===== config.mk =====
export PLATFORM = sky130hd
export DESIGN_NAME = los_detector
export DESIGN_NICKNAME = d
export VERILOG_FILES = /design/src/rtl/los_pkg.sv /design/src/rtl/los_zero_run.sv /design/src/rtl/los_exit_window.sv /design/src/rtl/los_detector.sv
export SDC_FILE = /design/constraint.sdc
export NUM_CORES = 1
export LEC_CHECK = 0
export ABC_CLOCK_PERIOD_IN_PS = 2800
export BUFFER_PORTS_ARGS = -buffer_cell sky130_fd_sc_hd__buf_2
export CORE_ASPECT_RATIO = 0.9
export CORE_MARGIN = 2
export CORE_UTILIZATION = 55
export CTS_CLUSTER_SIZE = 16
export DETAILED_ROUTE_END_ITERATION = 16
export PLACE_DENSITY = 0.76
export SYNTH_ARGS = -nofsm -noshare
export SYNTH_HDL_FRONTEND = slang
export SYNTH_SLANG_ARGS = --single-unit

===== constraint.sdc =====
create_clock -name clk -period 2.8 [get_ports clk]
set_input_delay 0.84 -clock clk [delete_from_list [all_inputs] [get_ports clk]]
set_output_delay 0.84 -clock clk [all_outputs]
set_load 0.005 [all_outputs]

===== src/rtl/los_pkg.sv =====
package los_pkg;
    localparam int unsigned DEF_ENTRY_ZEROS   = 175;
    localparam int unsigned DEF_WINDOW_BITS   = 175;
    localparam int unsigned DEF_MIN_ONES      = 22;
    localparam int unsigned DEF_MAX_EXIT_RUN  = 100;
    localparam int unsigned DEF_STATUS_W      = 8;

    typedef struct packed {
        logic los;
    } flag_state_t;
endpackage


===== src/rtl/los_zero_run.sv =====
module los_zero_run #(
    parameter int unsigned ENTRY_ZEROS  = los_pkg::DEF_ENTRY_ZEROS,
    parameter int unsigned MAX_EXIT_RUN = los_pkg::DEF_MAX_EXIT_RUN
) (
    input  logic clk,
    input  logic rst_n,
    input  logic bit_en,
    input  logic is_one,
    output logic entry_hit,
    output logic long_run
);
    localparam int unsigned RUN_CAP = (ENTRY_ZEROS > MAX_EXIT_RUN) ? ENTRY_ZEROS : (MAX_EXIT_RUN + 1);
    localparam int unsigned RUN_W   = $clog2(RUN_CAP + 1);

    typedef struct packed {
        logic [RUN_W-1:0] run;
    } run_state_t;

    run_state_t st_d, st_q;

    always_comb begin
        st_d = st_q;
        if (bit_en) begin
            if (is_one) begin
                st_d.run = '0;
            end else if (st_q.run != RUN_W'(RUN_CAP)) begin
                st_d.run = st_q.run + 1'b1;
            end
        end
        entry_hit = bit_en && (st_d.run >= RUN_W'(ENTRY_ZEROS));
        long_run  = bit_en && (st_d.run >  RUN_W'(MAX_EXIT_RUN));
    end

    always_ff @(posedge clk or negedge rst_n) begin
        if (!rst_n) begin
            st_q <= '0;
        end else begin
            st_q <= st_d;
        end
    end
endmodule


===== src/rtl/los_exit_window.sv =====
module los_exit_window #(
    parameter int unsigned WINDOW_BITS = los_pkg::DEF_WINDOW_BITS,
    parameter int unsigned MIN_ONES    = los_pkg::DEF_MIN_ONES
) (
    input  logic clk,
    input  logic rst_n,
    input  logic active,
    input  logic hold,
    input  logic bit_en,
    input  logic is_one,
    input  logic long_run,
    output logic pass
);
    localparam int unsigned CNT_W  = $clog2(WINDOW_BITS + 1);
    localparam int unsigned ONES_W = $clog2(MIN_ONES + 1);

    typedef struct packed {
        logic [CNT_W-1:0]  bits;
        logic [ONES_W-1:0] ones;
    } win_state_t;

    win_state_t st_d, st_q;
    logic [CNT_W-1:0]  bits_nx;
    logic [ONES_W-1:0] ones_nx;

    always_comb begin
        st_d    = st_q;
        pass    = 1'b0;
        bits_nx = st_q.bits + 1'b1;
        ones_nx = st_q.ones;
        if (is_one && (st_q.ones != ONES_W'(MIN_ONES))) begin
            ones_nx = st_q.ones + 1'b1;
        end
        if (!active || hold) begin
            st_d = '0;
        end else if (bit_en) begin
            if (long_run) begin
                st_d = '0;
            end else if (bits_nx == CNT_W'(WINDOW_BITS)) begin
                pass = (ones_nx >= ONES_W'(MIN_ONES));
                st_d = '0;
            end else begin
                st_d.bits = bits_nx;
                st_d.ones = ones_nx;
            end
        end
    end

    always_ff @(posedge clk or negedge rst_n) begin
        if (!rst_n) begin
            st_q <= '0;
        end else begin
            st_q <= st_d;
        end
    end
endmodule


===== src/rtl/los_detector.sv =====
module los_detector #(
    parameter int unsigned ENTRY_ZEROS  = los_pkg::DEF_ENTRY_ZEROS,
    parameter int unsigned WINDOW_BITS  = los_pkg::DEF_WINDOW_BITS,
    parameter int unsigned MIN_ONES     = los_pkg::DEF_MIN_ONES,
    parameter int unsigned MAX_EXIT_RUN = los_pkg::DEF_MAX_EXIT_RUN,
    parameter int unsigned STATUS_W     = los_pkg::DEF_STATUS_W
) (
    input  logic                clk,
    input  logic                rst_n,
    input  logic                bit_en,
    input  logic                rx_pos,
    input  logic                rx_neg,
    input  logic                max_gain,
    input  logic                low_power,
    output logic                out_pos,
    output logic                out_neg,
    output logic                los_o,
    output logic [STATUS_W-1:0] status_o
);
    import los_pkg::*;

    flag_state_t st_d, st_q;
    logic is_one;
    logic forced;
    logic entry_hit;
    logic long_run;
    logic win_pass;

    assign is_one = rx_pos | rx_neg;
    assign forced = max_gain | low_power;

    los_zero_run #(
        .ENTRY_ZEROS (ENTRY_ZEROS),
        .MAX_EXIT_RUN(MAX_EXIT_RUN)
    ) i_zero_run (
        .clk      (clk),
        .rst_n    (rst_n),
        .bit_en   (bit_en),
        .is_one   (is_one),
        .entry_hit(entry_hit),
        .long_run (long_run)
    );

    los_exit_window #(
        .WINDOW_BITS(WINDOW_BITS),
        .MIN_ONES   (MIN_ONES)
    ) i_exit_window (
        .clk     (clk),
        .rst_n   (rst_n),
        .active  (st_q.los),
        .hold    (forced),
        .bit_en  (bit_en),
        .is_one  (is_one),
        .long_run(long_run),
        .pass    (win_pass)
    );

    always_comb begin
        st_d = st_q;
        if (forced) begin
            st_d.los = 1'b1;
        end else if (st_q.los) begin
            if (win_pass) begin
                st_d.los = 1'b0;
            end
        end else if (entry_hit) begin
            st_d.los = 1'b1;
        end
    end

    always_ff @(posedge clk or negedge rst_n) begin
        if (!rst_n) begin
            st_q.los <= 1'b1;
        end else begin
            st_q <= st_d;
        end
    end

    assign los_o    = st_q.los;
    assign out_pos  = rx_pos & ~st_q.los;
    assign out_neg  = rx_neg & ~st_q.los;

    generate
        if (STATUS_W > 1) begin : g_status_wide
            assign status_o = {{(STATUS_W-1){1'b0}}, st_q.los};
        end else begin : g_status_one
            assign status_o = st_q.los;
        end
    endgenerate
endmodule


; ---- Yosys cells after proc, flatten, opt, wreduce, memory -nomap -nowiden
; Index checks and enable logic that the tools add are counted.
[op_classes]
eq_ne = 3
bitwise_logic = 5
n_reduce_logical = 6
n_lt_le_gt_ge = 3
n_addsub = 3
muxes = 16
[op_table]
columns = cell, count
row1 = two-way mux 13 bit, 4
row2 = two-way mux 8 bit, 3
row3 = "adder 8 x 1 -> 8 bit, second input constant", 2
row4 = "equality test 8 bit, second input constant", 1
row5 = ">= comparator 8 bit, second input constant", 1
row6 = "greater-than comparator 8 x 7 -> 1 bit, second input constant", 1
row7 = two-way mux 1 bit, 8
row8 = "inequality test 8 bit, second input constant", 1
row9 = "adder 5 x 1 -> 5 bit, second input constant", 1
row10 = ">= comparator 5 bit, second input constant", 1
row11 = two-way mux 5 bit, 1
row12 = "inequality test 5 bit, second input constant", 1
row13 = logical AND 1 bit, 3
row14 = AND 1 bit, 2
row15 = bitwise OR 1 bit, 2
row16 = nonzero test 2 bit, 1
row17 = zero test 1 bit, 1
row18 = logical OR 1 bit, 1
row19 = NOT 1 bit, 1
[totals]
regBits = 22
out_inout_bits = 11
in_bits = 7
elab_cells = 40

; ---- Depth between registers and ports, before layout
[logic_depth]
ltp_word = 12
ltp_mapped = 9
ltp_nobuf = 9

; ---- Modules after synthesis
; Synthesis repeated with hierarchy kept, for this count alone.
[unflattened]
cells_unflattened = 184
hier_area_um2 = 1600.3
[by_module_without_submodules]
columns = mod, cells_per_inst, n_inst, area_each_um2, seq_area_each_um2
row1 = los_exit_window, 97, 1, 863.3, 325.3
row2 = los_zero_run, 70, 1, 599.3, 200.2
row3 = los_detector, 17, 1, 137.6, 26.3

; ---- Worst setup path before layout
; OpenSTA, ideal clock, no wires.
[synth_path]
path_type = in2reg
from = input rx_neg
to = register st_q (netlist: los_o)
arrival_ns = 2.432
required_time_ns = 2.736
path_stages = 8
n_path_buf = 1
setup_slack_ns = 0.304
setup_ns = 0.064
cell_sequence = or2_1 > buf_6 > o41ai_2 > o2bb2ai_1 > a31o_1 > a21oi_1 > or4_1 > nand3_1
[synth_via]
elab_chain_cells = 11
word_cells_on_any_way = 18
classes_between = order compare (3) / mux (11) / bitwise (1) / reduce/logical (3)
[synth_rtl]
columns = element, line
row1 = start: declaration, los_detector.sv:12  ; input logic rx_neg,
row2 = bitwise OR 1 bit (*), los_detector.sv:29  ; assign is_one = rx_pos | rx_neg;
row3 = two-way mux 8 bit or logical AND 1 bit (tied branches), "los_zero_run.sv:24, los_exit_window.sv:31"
row4 = two-way mux 8 bit or two-way mux 5 bit (tied branches), "los_zero_run.sv:23, los_exit_window.sv:31"
row5 = greater-than comparator 8 x 7 -> 1 bit or >= comparator 5 bit (tied branches), "los_zero_run.sv:31, los_exit_window.sv:40"
row6 = logical AND 1 bit or two-way mux 1 bit (tied branches), "los_zero_run.sv:31, los_exit_window.sv:39"
row7 = two-way mux 1 bit, los_exit_window.sv:37  ; if (long_run) begin
row8 = two-way mux 1 bit, los_exit_window.sv:36  ; end else if (bit_en) begin
row9 = two-way mux 1 bit, los_exit_window.sv:34  ; if (!active || hold) begin
row10 = two-way mux 1 bit, los_detector.sv:63  ; if (win_pass) begin
row11 = two-way mux 1 bit (*), los_detector.sv:62  ; end else if (st_q.los) begin
row12 = two-way mux 1 bit (*), los_detector.sv:60  ; if (forced) begin
row13 = named net st_d, los_detector.sv:22  ; flag_state_t st_d, st_q;
row14 = end signal: assignment, los_detector.sv:75  ; st_q <= st_d;
row15 = end: declaration, los_detector.sv:22
; The timed path passes the listed nets; every way through them passes the cells marked *.
; A chain may end at the register's enable or synchronous reset.

; ---- Worst setup path in the final report
[layout_path]
from = register i_zero_run.st_q[1] (netlist name)
to = register i_exit_window.st_q[8] (netlist name)
[layout_via]
elab_chain_cells = 9
word_cells_on_any_way = 10
classes_between = add/sub (1) / order compare (1) / eq/ne (1) / mux (6) / reduce/logical (1)
[layout_rtl]
columns = element, line
row1 = start: declaration, los_zero_run.sv:19  ; run_state_t st_d, st_q;
row2 = start signal: assignment, los_zero_run.sv:38  ; st_q <= st_d;
row3 = adder 8 x 1 -> 8 bit or inequality test 8 bit (tied branches), "los_zero_run.sv:27, los_zero_run.sv:26"
row4 = two-way mux 8 bit, los_zero_run.sv:26  ; end else if (st_q.run != RUN_W'(RUN_CAP)) begin
row5 = two-way mux 8 bit, los_zero_run.sv:24  ; if (is_one) begin
row6 = two-way mux 8 bit (*), los_zero_run.sv:23  ; if (bit_en) begin
row7 = greater-than comparator 8 x 7 -> 1 bit (*), los_zero_run.sv:31  ; long_run = bit_en && (st_d.run > RUN_W'(MAX_EXIT_RUN));
row8 = logical AND 1 bit (*), los_zero_run.sv:31
row9 = two-way mux 13 bit (*), los_exit_window.sv:37
row10 = two-way mux 13 bit (*), los_exit_window.sv:36
row11 = two-way mux 13 bit (*), los_exit_window.sv:34
row12 = end signal: assignment, los_exit_window.sv:53  ; st_q <= st_d;
row13 = end: declaration, los_exit_window.sv:22  ; win_state_t st_d, st_q;
; Mark *: on every way between the ends. The rest lies on a longest branch, timed or not. The select of a mux whose other input is x is not followed.

==> flow_metrics.env <==
export IMPL_layout_common_cells="nand2_1 (24), dfrtp_1 (20), buf_2 (10), nor2_1 (9)"
export IMPL_dp_slack_ns=0.117
export IMPL_hold_violations=0
export IMPL_status="finished clean"
export IMPL_seqPwrFrac_pct=61.1
export IMPL_p_leak_nw=0.776
export IMPL_ant_nets=0
export IMPL_ctsLongestPathBuffers=2
export IMPL_endpoint_kind="register"
export IMPL_cp_start_kind="register"
export IMPL_cts_buffers=3
export IMPL_die_width_um=60.3
export IMPL_h_tree_depth=1
export IMPL_post_cts_resized=0
export IMPL_synth_seq_cells=22
export IMPL_initial_core_util_pct=57.6
export IMPL_ioPinCount=18
export IMPL_hold_buffers=0
export IMPL_synthCells=174
export IMPL_clk_latency_ns=0.30
export IMPL_synth_ff_type="dfrtp_1"
export IMPL_vias=1327
export IMPL_critPathMaxStageDelay_ns=0.45
export IMPL_post_dp_cell_area_mm2=0.00165
export IMPL_power_switching_w=0.000139
export IMPL_p_sw_share_pct=25.7
export IMPL_pwr_share_clk_pct=27.6
export IMPL_drc_errors=0
export IMPL_fin_ws_ns=0.190
export IMPL_max_freq_mhz=383
export IMPL_diodes=0
export IMPL_finalCriticalPeriod_ns=2.61
export IMPL_critPathMostFrequentCell="buf_4"
export IMPL_grt_max_degree=23
export IMPL_wirelength_um=3190
export IMPL_min_delay_path_class="primary input to asynchronous set/reset pin"
export IMPL_drive_gt1_share_pct=18.6
export IMPL_yosysSeqAreaShare_pct=35.2
export IMPL_gp_congestion=0.879
export IMPL_synthArstFlopShare_pct=100
export IMPL_critPathSlowestCell="dfrtp_1"
export IMPL_cts_root_buf="clkbuf_4"
export IMPL_port_buffers=10
export IMPL_cts_tree="built"
export IMPL_ys_warn_count=0
export IMPL_cell_internal_pwr_w=0.000400
export IMPL_wl_per_cell_um=14.0
export IMPL_p_per_area_mw_per_mm2=321
export IMPL_mostFrequentLayoutCell="nand2_1"
export IMPL_design_area_mm2=0.00168
export IMPL_synth_avg_cell_area_um2=9.02
export IMPL_dpl_hpwl_um=2430
export IMPL_grt_usage_pct=21.5
export IMPL_total_power_w=0.000538
export IMPL_die_area_mm2=0.00330
export IMPL_clk_pin_slew_ns=0.12
export IMPL_period_share_pct=93.2
export IMPL_tns_ns=0
export IMPL_grt_pass1_vias=1201
export IMPL_synthToLayoutAreaGrowth_pct=6.78
export IMPL_finalSetupViolCount=0
export IMPL_grt_first_pass_wirelength_um=5250
export IMPL_finalNetCount=201
export IMPL_worstMarginPinSlew_ns=0.605
export IMPL_clock_sinks=22
export IMPL_antenna_found_initial=0
export IMPL_cap_violations=0
export IMPL_overflow=0
export IMPL_avgViaCountPerCell=5.82
export IMPL_die_h_um=54.7
export IMPL_worstPathArrival_ns=2.87
export IMPL_synth_cell_types=54
export IMPL_critPathKind="register to register"
export IMPL_synth_edf_count=0
export IMPL_syn_area_mm2=0.00157
export IMPL_drt_initial_drc_count=51
export IMPL_post_cts_buffers=0
export IMPL_slew_headroom_pct=59.5
export IMPL_cp_cell_sequence="ha_1, and4b_1, nand2b_1, a211o_1, a311oi_2, o211ai_2, buf_4, buf_4, nor3_1, a21o_1"
export IMPL_dr_pass1_iters=4
export IMPL_ir_drop_v=0.000334
export IMPL_num_rows=18
export IMPL_finalClockSkew_ns=0.00388
export IMPL_worstPathRequired_ns=3.06
export IMPL_grt_setup_unrepaired="no"
export IMPL_fp_coreArea_mm2=0.00273
export IMPL_power_frac_comb_pct=11.4
export IMPL_slew_violations=0
export IMPL_worstPathMaxFanout=6
-- final cells by class --
| class | count | area [µm²] |
|---|---|---|
| clock buffers | 4 | 26.3 |
| fillers | 236 | 1050 |
| inverters | 5 | 18.8 |
| multi-input cells | 140 | 925 |
| flip-flops and latches | 22 | 553 |
| well taps | 40 | 50.0 |
| repair buffers | 17 | 103 |
-- critical path: cells and delay by family, from the launching register on --
family / cells / cell delay, ns
adder cells (fa/ha/maj): 1 / 0.28
AND/OR/NAND/NOR: 3 / 0.55
flip-flops: 1 / 0.45
AO/OA/AOI/OAI: 4 / 0.95
buffers and inverters: 2 / 0.32
-- cells in the mapped netlist, types with 2 or more instances --
| master | n | area, µm² |
|---|---|---|
| o211ai_1 | 2 | 15.0 |
| ha_1 | 5 | 62.6 |
| nand2_1 | 24 | 90.1 |
| nor3_1 | 4 | 20.0 |
| or2_2 | 2 | 12.5 |
| nand3b_1 | 2 | 15.0 |
| nand4_1 | 2 | 12.5 |
| a21o_1 | 8 | 60.1 |
| o21ai_0 | 7 | 35.0 |
| nand4b_1 | 2 | 17.5 |
| and2_1 | 3 | 18.8 |
| nor2_1 | 9 | 33.8 |
| o22ai_1 | 2 | 12.5 |
| dfrtp_1 | 21 | 526 |
| buf_6 | 2 | 22.5 |
| nand3_1 | 8 | 40.0 |
| xnor2_1 | 3 | 26.3 |
| buf_2 | 2 | 10.0 |
| nor2b_1 | 2 | 12.5 |
| inv_1 | 5 | 18.8 |
| o311ai_0 | 3 | 26.3 |
| o21ai_1 | 5 | 25.0 |
| nor3_2 | 3 | 30.0 |
| and3_1 | 3 | 18.8 |
| a211o_1 | 3 | 26.3 |
| a22o_1 | 2 | 17.5 |
| buf_4 | 8 | 60.1 |
| nand2b_1 | 4 | 25.0 |
| a21oi_1 | 3 | 15.0 |
-- layer usage --
metal | global-route usage, % | vias up | share of wire [%]
met4 | 6.67 | 0 | 0.47
met3 | 5.67 | 2 | 4.4
met2 | 37.0 | 35 | 50
li1 | - | 653 | -
met5 | 0 | - | 0
met1 | 26.5 | 637 | 45
-- metrics by stage --
step           hold WS (ns)  instances  utilization, %
6_report              0.479        228            61.5
5_1_grt               0.506        228            61.5
4_1_cts               0.488        228            61.4
3_5_place_dp          0.531        224            60.5
3_3_place_gp          0.522        224            60.5
2_1_floorplan         0.498        180               -
-- state kept, by name, summed over array words and instances, names as in the netlist --
name	cells
i_exit_window.st_q	13
i_zero_run.st_q	8
los_o	1
-- path summary, 6_finish.rpt --
| kind | start | to | slack, ns | cells after the start |
|---|---|---|---|---|
| setup / recovery | i_zero_run.st_q[1]$_DFF_PN0_ | i_exit_window.st_q[8]$_DFFE_PN0P_ | 0.19 | 10 |
| hold / removal | rst_n | i_exit_window.st_q[2]$_DFFE_PN0P_ | 0.48 | 1 |
| setup reg to reg | i_zero_run.st_q[1]$_DFF_PN0_ | i_exit_window.st_q[8]$_DFFE_PN0P_ | 0.19 | 10 |
| hold reg to reg | i_zero_run.st_q[7]$_DFF_PN0_ | i_zero_run.st_q[7]$_DFF_PN0_ | 0.56 | 1 |
| max in group asynchronous | rst_n | i_zero_run.st_q[0]$_DFF_PN0_ | 1.95 | 1 |
| min in group clk | i_zero_run.st_q[7]$_DFF_PN0_ | i_zero_run.st_q[7]$_DFF_PN0_ | 0.56 | 1 |
-- power by group through the flow --
stage / clock (W) / sequential (W) / combinational [W]
after floorplan: 0 / 0.000333 / 0.0000463
after global placement: 0 / 0.000334 / 0.0000598
after detailed placement: 0 / 0.000334 / 0.0000610
after CTS: 0.000157 / 0.000328 / 0.0000612
after global routing: 0.000170 / 0.000330 / 0.0000694
final: 0.000149 / 0.000329 / 0.0000611
-- cells by family after synthesis --
family,after synthesis,share of synthesized area (%)
AOI/OAI and AO/OA,49,25.2
buffers and inverters,18,7.34
other,1,0.239
and+or+nand+nor,75,25.8
xor gates and xnor gates,4,2.23
adders and majority gates,5,3.99
DFF,22,35.2
Note: power is estimated with default switching activity, not from simulation.
